[config.mk]
export PLATFORM = sky130hd
export DESIGN_NAME = dbg_wp_entry
export DESIGN_NICKNAME = d
export VERILOG_FILES = /design/src/rtl/dbg_wp_pkg.sv /design/src/rtl/dbg_wp_merge.sv /design/src/rtl/dbg_wp_fsm.sv /design/src/rtl/dbg_wp_resume.sv /design/src/rtl/dbg_wp_entry.sv
export SDC_FILE = /design/constraint.sdc
export NUM_CORES = 1
export LEC_CHECK = 0
export BUFFER_PORTS_ARGS = -buffer_cell sky130_fd_sc_hd__buf_2
export CORE_MARGIN = 10
export CORE_UTILIZATION = 30
export DETAILED_ROUTE_END_ITERATION = 12
export HOLD_SLACK_MARGIN = 0.03
export REMOVE_ABC_BUFFERS = 1
export SYNTH_ARGS = -nofsm -noshare
export SYNTH_HDL_FRONTEND = slang
export SYNTH_SLANG_ARGS = --single-unit
[constraint.sdc]
create_clock -name clk -period 1.6 [get_ports clk]
set_input_delay 0.08 -clock clk [delete_from_list [all_inputs] [get_ports clk]]
set_output_delay 0.08 -clock clk [all_outputs]
set_load 0.05 [all_outputs]
[src/rtl/dbg_wp_pkg.sv]
package dbg_wp_pkg;

    typedef enum logic [1:0] {
        CLS_NONE  = 2'd0,
        CLS_DP    = 2'd1,
        CLS_MEM   = 2'd2,
        CLS_MULTI = 2'd3
    } iclass_e;

    typedef enum logic [2:0] {
        ST_RUN   = 3'd0,
        ST_WAIT  = 3'd1,
        ST_KILL  = 3'd2,
        ST_DSLOT = 3'd3,
        ST_EDBG1 = 3'd4,
        ST_EDBG2 = 3'd5,
        ST_HALT  = 3'd6
    } entry_st_e;

    typedef struct packed {
        logic squash;
        logic ack;
        logic stall;
    } entry_ctl_t;

    // The instruction in execute still has cycles left to run.
    function automatic logic still_busy(iclass_e cls, logic last);
        return (cls == CLS_MULTI) && !last;
    endfunction

    function automatic logic slot_valid(iclass_e cls);
        return cls != CLS_NONE;
    endfunction

    function automatic logic in_debug(entry_st_e st);
        return st inside {ST_KILL, ST_DSLOT, ST_EDBG1, ST_EDBG2, ST_HALT};
    endfunction

endpackage

[src/rtl/dbg_wp_merge.sv]
module dbg_wp_merge (
    input  logic wp_int,
    input  logic wp_ext,
    output logic trig
);
    assign trig = wp_int | wp_ext;
endmodule

[src/rtl/dbg_wp_fsm.sv]
module dbg_wp_fsm
    import dbg_wp_pkg::*;
(
    input  logic       clk,
    input  logic       rst,
    input  logic       trig,
    input  iclass_e    cls,
    input  logic       last,
    input  logic       restart,
    output entry_ctl_t ctl
);
    entry_st_e st_q, st_d;

    always_comb begin
        st_d = st_q;
        unique case (st_q)
            ST_RUN:   if (trig) st_d = still_busy(cls, last) ? ST_WAIT : ST_KILL;
            ST_WAIT:  st_d = still_busy(cls, last) ? ST_WAIT : ST_KILL;
            ST_KILL:  if (slot_valid(cls)) st_d = ST_DSLOT;
            ST_DSLOT: st_d = ST_EDBG1;
            ST_EDBG1: st_d = ST_EDBG2;
            ST_EDBG2: st_d = ST_HALT;
            ST_HALT:  if (restart) st_d = ST_RUN;
            default:  st_d = ST_RUN;
        endcase
    end

    always_ff @(posedge clk) begin
        if (rst) st_q <= ST_RUN;
        else     st_q <= st_d;
    end

    always_comb begin
        ctl.squash = (st_q == ST_KILL) && slot_valid(cls);
        ctl.ack    = (st_q == ST_HALT);
        ctl.stall  = in_debug(st_q);
    end
endmodule

[src/rtl/dbg_wp_resume.sv]
module dbg_wp_resume #(
    parameter int ADDR_W = 32
) (
    input  logic              clk,
    input  logic              rst,
    input  logic              take,
    input  logic [ADDR_W-1:0] addr,
    output logic [ADDR_W-1:0] ret
);
    always_ff @(posedge clk) begin
        if (rst)       ret <= '0;
        else if (take) ret <= addr;
    end
endmodule

[src/rtl/dbg_wp_entry.sv]
module dbg_wp_entry
    import dbg_wp_pkg::*;
#(
    parameter int ADDR_W = 32
) (
    input  logic              clk,
    input  logic              rst,
    input  logic              wp_int,
    input  logic              wp_ext,
    input  logic [1:0]        ex_class,
    input  logic              ex_last,
    input  logic [ADDR_W-1:0] ex_addr,
    input  logic              restart,
    output logic              ex_squash,
    output logic [ADDR_W-1:0] ret_addr,
    output logic              dbg_ack,
    output logic              fetch_stall,
    output logic              issue_stall
);
    logic       trig;
    entry_ctl_t ctl;
    iclass_e    cls;

    assign cls = iclass_e'(ex_class);

    dbg_wp_merge merge_i (
        .wp_int (wp_int),
        .wp_ext (wp_ext),
        .trig   (trig)
    );

    dbg_wp_fsm fsm_i (
        .clk     (clk),
        .rst     (rst),
        .trig    (trig),
        .cls     (cls),
        .last    (ex_last),
        .restart (restart),
        .ctl     (ctl)
    );

    dbg_wp_resume #(.ADDR_W(ADDR_W)) resume_i (
        .clk  (clk),
        .rst  (rst),
        .take (ctl.squash),
        .addr (ex_addr),
        .ret  (ret_addr)
    );

    assign ex_squash   = ctl.squash;
    assign dbg_ack     = ctl.ack;
    assign fetch_stall = ctl.stall;
    assign issue_stall = ctl.stall;
endmodule

==> results of run 1 <==
==> sequential cells by signal, summed over array words and instances (netlist names) <==
register,flops
fsm_i.st_q,3
resume_i.ret,32
==> per-layer routing <==
| layer | vias to the layer above | track usage |
|---|---|---|
| met5 | - | 0 |
| met4 | 0 | 0.0318 |
| met3 | 5 | 0.0540 |
| met2 | 54 | 0.174 |
| met1 | 697 | 0.126 |
| li1 | 786 | - |
==> kinds of logic after synthesis <==
family                     after synthesis  synth area share
AOI/OAI and AO/OA                       71             0.253
adders and majority gates                3            0.0251
buffers and inverters                   24            0.0745
and+or+nand+nor                         46             0.173
DFF                                     35             0.469
xor gates and xnor gates                 1           0.00586
==> stage by stage <==
step	TNS (ps)	total power (W)	util	cell area, um^2
global placement	0	0.00221	0.404	1940
global route	0	0.00309	0.435	2080
finish	0	0.00291	0.435	2080
CTS	-10.9	0.00292	0.430	2060
floorplan	-9900	0.00183	-	1400
detailed placement	0	0.00222	0.404	1940
==> cell usage after synthesis, types with 2 or more instances <==
library cell / instances
a21o_1: 2
a21oi_1: 32
a31oi_1: 2
buf_2: 5
clkbuf_1: 10
clkbuf_2: 3
dfxtp_1: 35
ha_1: 3
inv_1: 3
nand3_1: 32
nand3b_1: 3
nor2_1: 2
o21ai_0: 32
or2_2: 2
==> path summary, 6_finish.rpt <==
check | from | end | cells after the start
max reg2reg | fsm_i.st_q[2] | resume_i.ret[2] | 5
max | fsm_i.st_q[2] | ex_squash | 4
min reg2reg | resume_i.ret[3] | resume_i.ret[3] | 2
min | ex_addr[16] | resume_i.ret[16] | 3
==> cells in the final DEF, fill, tap and decap left out <==
cell	instances
buf_2	72
dfxtp_1	33
nand3_1	32
a21oi_1	32
o21ai_0	30
buf_4	9
clkbuf_8	6
inv_1	3
nand3b_1	3
ha_1	3
buf_6	3
nor2_2	2
o21ai_1	2
a21o_1	2
a31oi_1	2
or3b_1	1
nor3_1	1
or2_4	1
or2_2	1
nor3b_4	1
or2b_1	1
or3_1	1
a211o_1	1
nor4_1	1
xnor2_1	1
o22ai_1	1
nor4bb_1	1
a221oi_2	1
clkinv_2	1
dfxtp_2	1
dfxtp_4	1
buf_8	1
buf_12	1
==> report_power, final <==
part,internal (W),total (W),switching [W]
clock network,0.000337,0.000626,0.000289
logic,0.000408,0.00125,0.000842
registers,0.000986,0.00104,0.0000495
==> layout make-up <==
type / count / area share
Clock buffer: 6 / 0.0397
Clock inverter: 1 / 0.00240
Inverter: 3 / 0.00541
Multi-Input combinational cell: 121 / 0.335
Sequential cell: 35 / 0.339
Tap cell: 67 / 0.0403
Timing Repair Buffer: 86 / 0.239
==> critical path, delay by kind of cell, from the launching register on <==
kind	cells	cell delay, ps
buffers and inverters	2	310
AND/OR/NAND/NOR	2	490
flip-flops	1	360
==> repair_timing <==
action | CTS | global route
buffers inserted | 2 | 1
setup endpoints to repair | 3 | 5
hold buffers | 0 | 0
gates resized for setup | 7 | 8
pin swaps | 0 | 0
==> results_dict.tcl, run 1 <==
set metrics [dict create \
    outcome "finished, final reports clean" \
    clk_pin_slew_ps 70 \
    netlist_instances 180 \
    cts_sinks 35 \
    worstSetupEndpointType "output pin" \
    antenna_found_initial 0 \
    hpwlAfterDp_mm 3.24 \
    drc 0 \
    die_h_um 90.6 \
    fmax_mhz 655 \
    grt_pass1_wl_mm 7.58 \
    synthTopCellsByArea "dfxtp_1 47%, a21oi_1 11%, nand3_1 11%" \
    cap_violations 0 \
    num_antenna_cells 0 \
    drt_wl_total_mm 4.63 \
    wl_per_cell_um 14.5 \
    worstHoldPathType "in2reg" \
    tightest_slew_ps 629 \
    drive_gt1_frac 0.401 \
    yosysWarnings 0 \
    clockBufferDepth 2 \
    r2r_slack_ps 120 \
    rsz0062_at_grt "no" \
    synth.avg_cell_area_um2 8.31 \
    crit_fanout 7 \
    grt_pass1_vias 1560 \
    row_count 25 \
    finalNetCount 295 \
    topRoutingLayerUsed "met4" \
    clock_latency_ps 280 \
    crit_path_cell_trace "or3b_1 > buf_6 > nor2_2 > buf_6" \
    crit_top_cell "buf_6" \
    viasPerCell 4.83 \
    critPathLaunchType "flip-flop" \
    synth_ff_type "dfxtp_1" \
    fillCellCount 510 \
    grt_use_total 0.110 \
    synth_edf_count 0 \
    vias 1542 \
    synth-seq-cells 35 \
    clock-root-buffer "clkbuf_8" \
    seq_area_um2 706 \
    leakage_nw 0.921 \
    dr.pass1.iters 4 \
    yosysTopAreaCell "dfxtp_1" \
    finalCritPeriodShare 0.954 \
    cts_tree "yes" \
    core-area_mm2 0.00479 \
    slowest_delay_ps 410 \
    grt-ovfl-total 0 \
    synth.cell_area_mm2 0.00150 \
    ys_seq_area_frac 0.469 \
    arrival_ps 1450 \
    start_util 0.312 \
    area_growth_syn_to_layout_pct 39.2 \
    met2_wirelength_mm 2.08 \
    io_buffers 75 \
    wl_met3_um 504 \
    dp_slack_ps 151 \
    globalplace.congestion 0.814 \
    whs_ps 47.3 \
    fp.dieArea_mm2 0.00821 \
    relSlewSlack 0.581 \
    p_per_area_mw_per_mm2 1400 \
    finalMaxSlewViolations 0 \
    drt-met1-wl_mm 2.00 \
    ys_types 28 \
    critPathRequiredTime_ps 1520 \
    die_w_um 90.6 \
    vdd_drop_max_uv 870 \
    place_inst 309 \
    ctsHtreeMaxLevel 2 \
    async_reset_ff_frac 0 \
    path_class "reg2out" \
    grt_start_max_net_pins 34 \
    drt_iter0_markers 50 \
    min_period_ps 1530 \
    slowest_stage "or3b_1" \
    synth_top_area_share 0.469 \
    fin_ws_ps 74.2 \
    hold_viol 0 \
    final-setup-viol-count 0 \
    io_pins 76 \
    cts_buffers 5 \
    finalClockSkew_ps 4.43 \
    final_cells 319 \
    multi_input_area_um2 697 \
    drtAntennaViolNets 0 \
]
No activity file was read; power rests on OpenSTA's default activity.
==> inputs of run 2 (changes only) <==
- ABC_AREA: unset -> 1
- MAX_ROUTING_LAYER: unset -> met4
==> results_dict.tcl, run 2 <==
set metrics [dict create \
    ys_top_cells_by_count "68 x nor2_1, 35 x dfxtp_1, 18 x o21ai_1" \
    area_growth_syn_to_layout_pct 45.5 \
    drc 0 \
    ys_types 22 \
    yosysMostFrequentCell "nor2_1" \
    drtAntennaViolNets 0 \
    start_util 0.306 \
    row_count 25 \
    arrival_ps 1460 \
    final_cells 332 \
    async_reset_ff_frac 0 \
    largest_register_ffs 32 \
    viasPerCell 4.37 \
    grt_pass1_vias 1491 \
    finalClockSkew_ps 3.87 \
    final_cell_mix "73 x buf_2, 68 x nor2_1, 33 x dfxtp_1" \
    top_register "resume_i.ret" \
    clk_pin_slew_ps 70 \
    worstHoldPathType "in2reg" \
    num_antenna_cells 0 \
    drive_gt1_frac 0.349 \
    seqPwrFrac 0.276 \
    synthTopCellsByArea "dfxtp_1 49%, nor2_1 18%, o21ai_1 6.3%" \
    yosysWarnings 0 \
    synth_edf_count 0 \
    reg_top3 "resume_i.ret x32, fsm_i.st_q x3" \
    synth_top_area_share 0.488 \
    relSlewSlack 0.825 \
    crit_fanout 6 \
    fp.dieArea_mm2 0.00795 \
    critPathRequiredTime_ps 1520 \
    min_period_ps 1540 \
    grt_use_total 0.108 \
    place_inst 312 \
    tns_ps 0 \
    dr.pass1.iters 4 \
    synth.cell_area_mm2 0.00144 \
    netlist_instances 187 \
    vias 1452 \
    finalNetCount 320 \
    yosysTopAreaCell "dfxtp_1" \
    ys_seq_area_frac 0.488 \
    critPathLaunchType "flip-flop" \
    finalCritPeriodShare 0.965 \
    synth-seq-cells 35 \
    intPower_w 0.00244 \
    cts_buffers 5 \
    globalplace.congestion 0.797 \
    wl_per_cell_um 12.1 \
    drt_wl_total_mm 4.00 \
    grt-ovfl-total 0 \
    hpwlAfterDp_mm 3.01 \
    synth.avg_cell_area_um2 7.67 \
    die_h_um 89.2 \
    final-setup-viol-count 0 \
    core-area_mm2 0.00469 \
    tightest_slew_ps 264 \
    worstSetupEndpointType "output pin" \
    p_switching_w 0.00266 \
    p_clk_frac 0.135 \
    die_w_um 89.2 \
    cts_sinks 35 \
    switching_share 0.521 \
    io_pins 76 \
    cts_tree "yes" \
    p_per_area_mw_per_mm2 2450 \
    hold_viol 0 \
    cap_violations 0 \
    fmax_mhz 647 \
    clock-root-buffer "clkbuf_8" \
    antenna_found_initial 0 \
    power.share.combinational 0.589 \
    ctsHtreeMaxLevel 2 \
    layout_commonest_cell "buf_2" \
    path_class "reg2out" \
    synth_ff_type "dfxtp_1" \
    vdd_drop_max_uv 1020 \
    design_area_mm2 0.00209 \
    drt_iter0_markers 18 \
    outcome "finished, final reports clean" \
    clock_latency_ps 280 \
    grt_pass1_wl_mm 6.49 \
    io_buffers 75 \
    leakage_nw 1.06 \
    dpl_cell_area_mm2 0.00185 \
    grt_start_max_net_pins 24 \
    finalMaxSlewViolations 0 \
    clockBufferDepth 2 \
    fin_util 0.445 \
]
-- run 2: kinds of logic after synthesis --
logic type | Yosys count | synth area share
adders and majority gates | 3 | 0.0262
and+or+nand+nor | 93 | 0.270
DFF | 35 | 0.488
buffers and inverters | 20 | 0.0889
AOI/OAI and AO/OA | 36 | 0.126
-- run 2: final cells by class --
| type | count | area, um^2 |
|---|---|---|
| clock buffer | 8 | 100 |
| multi-input combinational | 132 | 607 |
| fill | 499 | 2600 |
| sequential | 35 | 706 |
| timing repair buffer | 93 | 563 |
| tap | 54 | 67.6 |
| inverter | 10 | 45.0 |
-- run 2: critical path: stages, from the launching register on --
cell and delay, ps:
dfxtp_4 380, inv_4 60, ha_1 260, or2_2 320
buf_6 160
-- run 2: what timing repair did --
action                     CTS  global route
hold endpoints to repair    11             0
gates resized for setup      5             4
hold buffers                11             0
setup endpoints to repair    2             2
setup buffers                0             1
-- run 2: power by group through the flow --
stage	Sequential [W]	Clock [W]	Combinational [W]
2_1_floorplan	0.00250	0	0.00108
3_3_place_gp	0.00141	0	0.00294
3_5_place_dp	0.00142	0	0.00294
4_1_cts	0.00141	0.000722	0.00300
5_1_grt	0.00147	0.000754	0.00328
6_report	0.00141	0.000688	0.00301
-- run 2: through the flow --
step / total power [W] / worst slack, ps / hold slack [ps]
2_1_floorplan: 0.00359 / 10.2 / 157
3_3_place_gp: 0.00434 / 171 / 263
3_5_place_dp: 0.00436 / 129 / 262
4_1_cts: 0.00513 / 10.3 / 30.5
5_1_grt: 0.00550 / -0.235 / 43.7
6_report: 0.00511 / 55.5 / 37.9
-- run 2: layer usage --
layer  vias up  global-route usage  share of wire
li1        776                   -              -
met1       630               0.113           0.42
met2        41               0.180           0.50
met3         5              0.0465          0.075
met4         0              0.0347         0.0085
met5         -                   -              0
-- run 2: final timing paths --
kind	startpoint	end	slack (ps)	cells after the start
hold / removal	ex_addr[9]	resume_i.ret[9]	40	3
setup reg to reg	fsm_i.st_q[0]	resume_i.ret[23]	370	5
setup / recovery	fsm_i.st_q[2]	fetch_stall	60	4
hold reg to reg	resume_i.ret[12]	resume_i.ret[12]	470	2
==> inputs of run 3 (changes only) <==
- CORE_MARGIN: 10 -> unset
- RECOVER_POWER: unset -> 100
==> results_dict.tcl, run 3 (synthesized netlist as in run 2, its figures left out) <==
set metrics [dict create \
    outcome "finished, violations left" \
    violations "design-rule violations" \
    crit_fanout 4 \
    reg_top3 "resume_i.ret x32, fsm_i.st_q x3" \
    final_cell_mix "68 x nor2_1, 39 x buf_2, 34 x dfxtp_1" \
    seq_area_um2 704 \
    grt_pass1_vias 1356 \
    clock_latency_ps 280 \
    grt-ovfl-total 0 \
    largest_register_ffs 32 \
    worstHoldPathType "in2reg" \
    tightest_slew_ps 605 \
    critPathRequiredTime_ps 1520 \
    die_h_um 71.2 \
    drt_wl_total_mm 3.42 \
    finalMaxSlewViolations 0 \
    cts_buffers 5 \
    finalCritPeriodShare 0.960 \
    rsz0062_at_grt "no" \
    multi_input_area_um2 607 \
    die_w_um 71.2 \
    wl_per_cell_um 10.4 \
    finalNetCount 320 \
    drive_gt1_frac 0.234 \
    clk_pin_slew_ps 70 \
    hpwlAfterDp_mm 2.40 \
    tns_ps 0 \
    hold_viol 0 \
    relSlewSlack 0.598 \
    min_period_ps 1540 \
    grt_use_total 0.148 \
    layout_commonest_cell "nor2_1" \
    place_inst 310 \
    worstSetupEndpointType "output pin" \
    finalClockSkew_ps 2.89 \
    globalplace.congestion 0.773 \
    whs_ps 37.2 \
    drc 3 \
    top_register "resume_i.ret" \
    io_pins 76 \
    start_util 0.321 \
    io_buffers 75 \
    core-area_mm2 0.00447 \
    drtAntennaViolNets 0 \
    final_cells 330 \
    path_class "reg2out" \
    fin_util 0.459 \
    vdd_drop_max_uv 961 \
    fp.dieArea_mm2 0.00506 \
    drt_iter0_markers 70 \
    grt_start_max_net_pins 26 \
    arrival_ps 1460 \
    clock-root-buffer "clkbuf_8" \
    grt_pass1_wl_mm 5.76 \
    area_growth_syn_to_layout_pct 43.0 \
    num_antenna_cells 0 \
    cts_tree "yes" \
    final-setup-viol-count 0 \
    ctsHtreeMaxLevel 2 \
    fillCellCount 471 \
    total_power_w 0.00510 \
    cap_violations 0 \
    dr.pass1.iters 10 \
    row_count 24 \
    p_per_area_mw_per_mm2 2490 \
    vias 1438 \
    cts_sinks 35 \
    antenna_found_initial 0 \
    critPathLaunchType "flip-flop" \
    fmax_mhz 651 \
    viasPerCell 4.36 \
    leakage_nw 0.941 \
    clockBufferDepth 2 \
]
-- run 3: changes by cell type in the layout (fill, tap and decap cells not counted), moves of 2 or more --
cell,delta
clkbuf_1,+31
o21ai_0,+6
clkbuf_2,+2
o21ai_1,-6
buf_2,-34
-- run 3: per-stage QoR --
step	area, um^2	setup WS [ps]
global placement	1840	165
finish	2050	64.6
detailed placement	1840	137
floorplan	1350	10.2
global route	2050	10.4
CTS	2070	8.71
-- run 3: area by class of cell --
type	instances	share of cell area
Clock inverter	2	0.0171
Timing Repair Buffer	93	0.249
Multi-Input combinational cell	132	0.296
Clock buffer	6	0.0402
Sequential cell	35	0.343
Inverter	10	0.0232
Tap cell	52	0.0317
-- run 3: path summary, 6_finish.rpt --
kind	start	end	slack, ps	cells after the start
setup reg to reg	fsm_i.st_q[0]	resume_i.ret[8]	240	6
setup / recovery	fsm_i.st_q[1]	fetch_stall	60	4
hold / removal	ex_addr[13]	resume_i.ret[13]	40	3
hold reg to reg	resume_i.ret[24]	resume_i.ret[24]	480	2
-- run 3: metal layers --
metal	wire, um	global-route usage
met2	1530	0.240
met1	1610	0.167
met5	0	-
met3	229	0.0499
met4	44	0.0600
-- run 3: timing repair --
item	in CTS	in global routing
endpoints found under the hold margin	11	0
resized for setup	6	4
pin swaps	0	0
setup endpoints to repair	3	3
setup buffers	0	1
hold buffers	11	0
-- run 3: power by group --
group / switching (W) / internal, W / leakage (nW)
registers: 0.000195 / 0.00122 / 0.289
clock network: 0.000315 / 0.000504 / 0.0612
logic: 0.00216 / 0.000707 / 0.591
-- run 3: critical path: stages (launching register included) --
cell	delay, ps
dfxtp_1	340
inv_2	70
ha_1	280
or2_2	320
buf_6	160
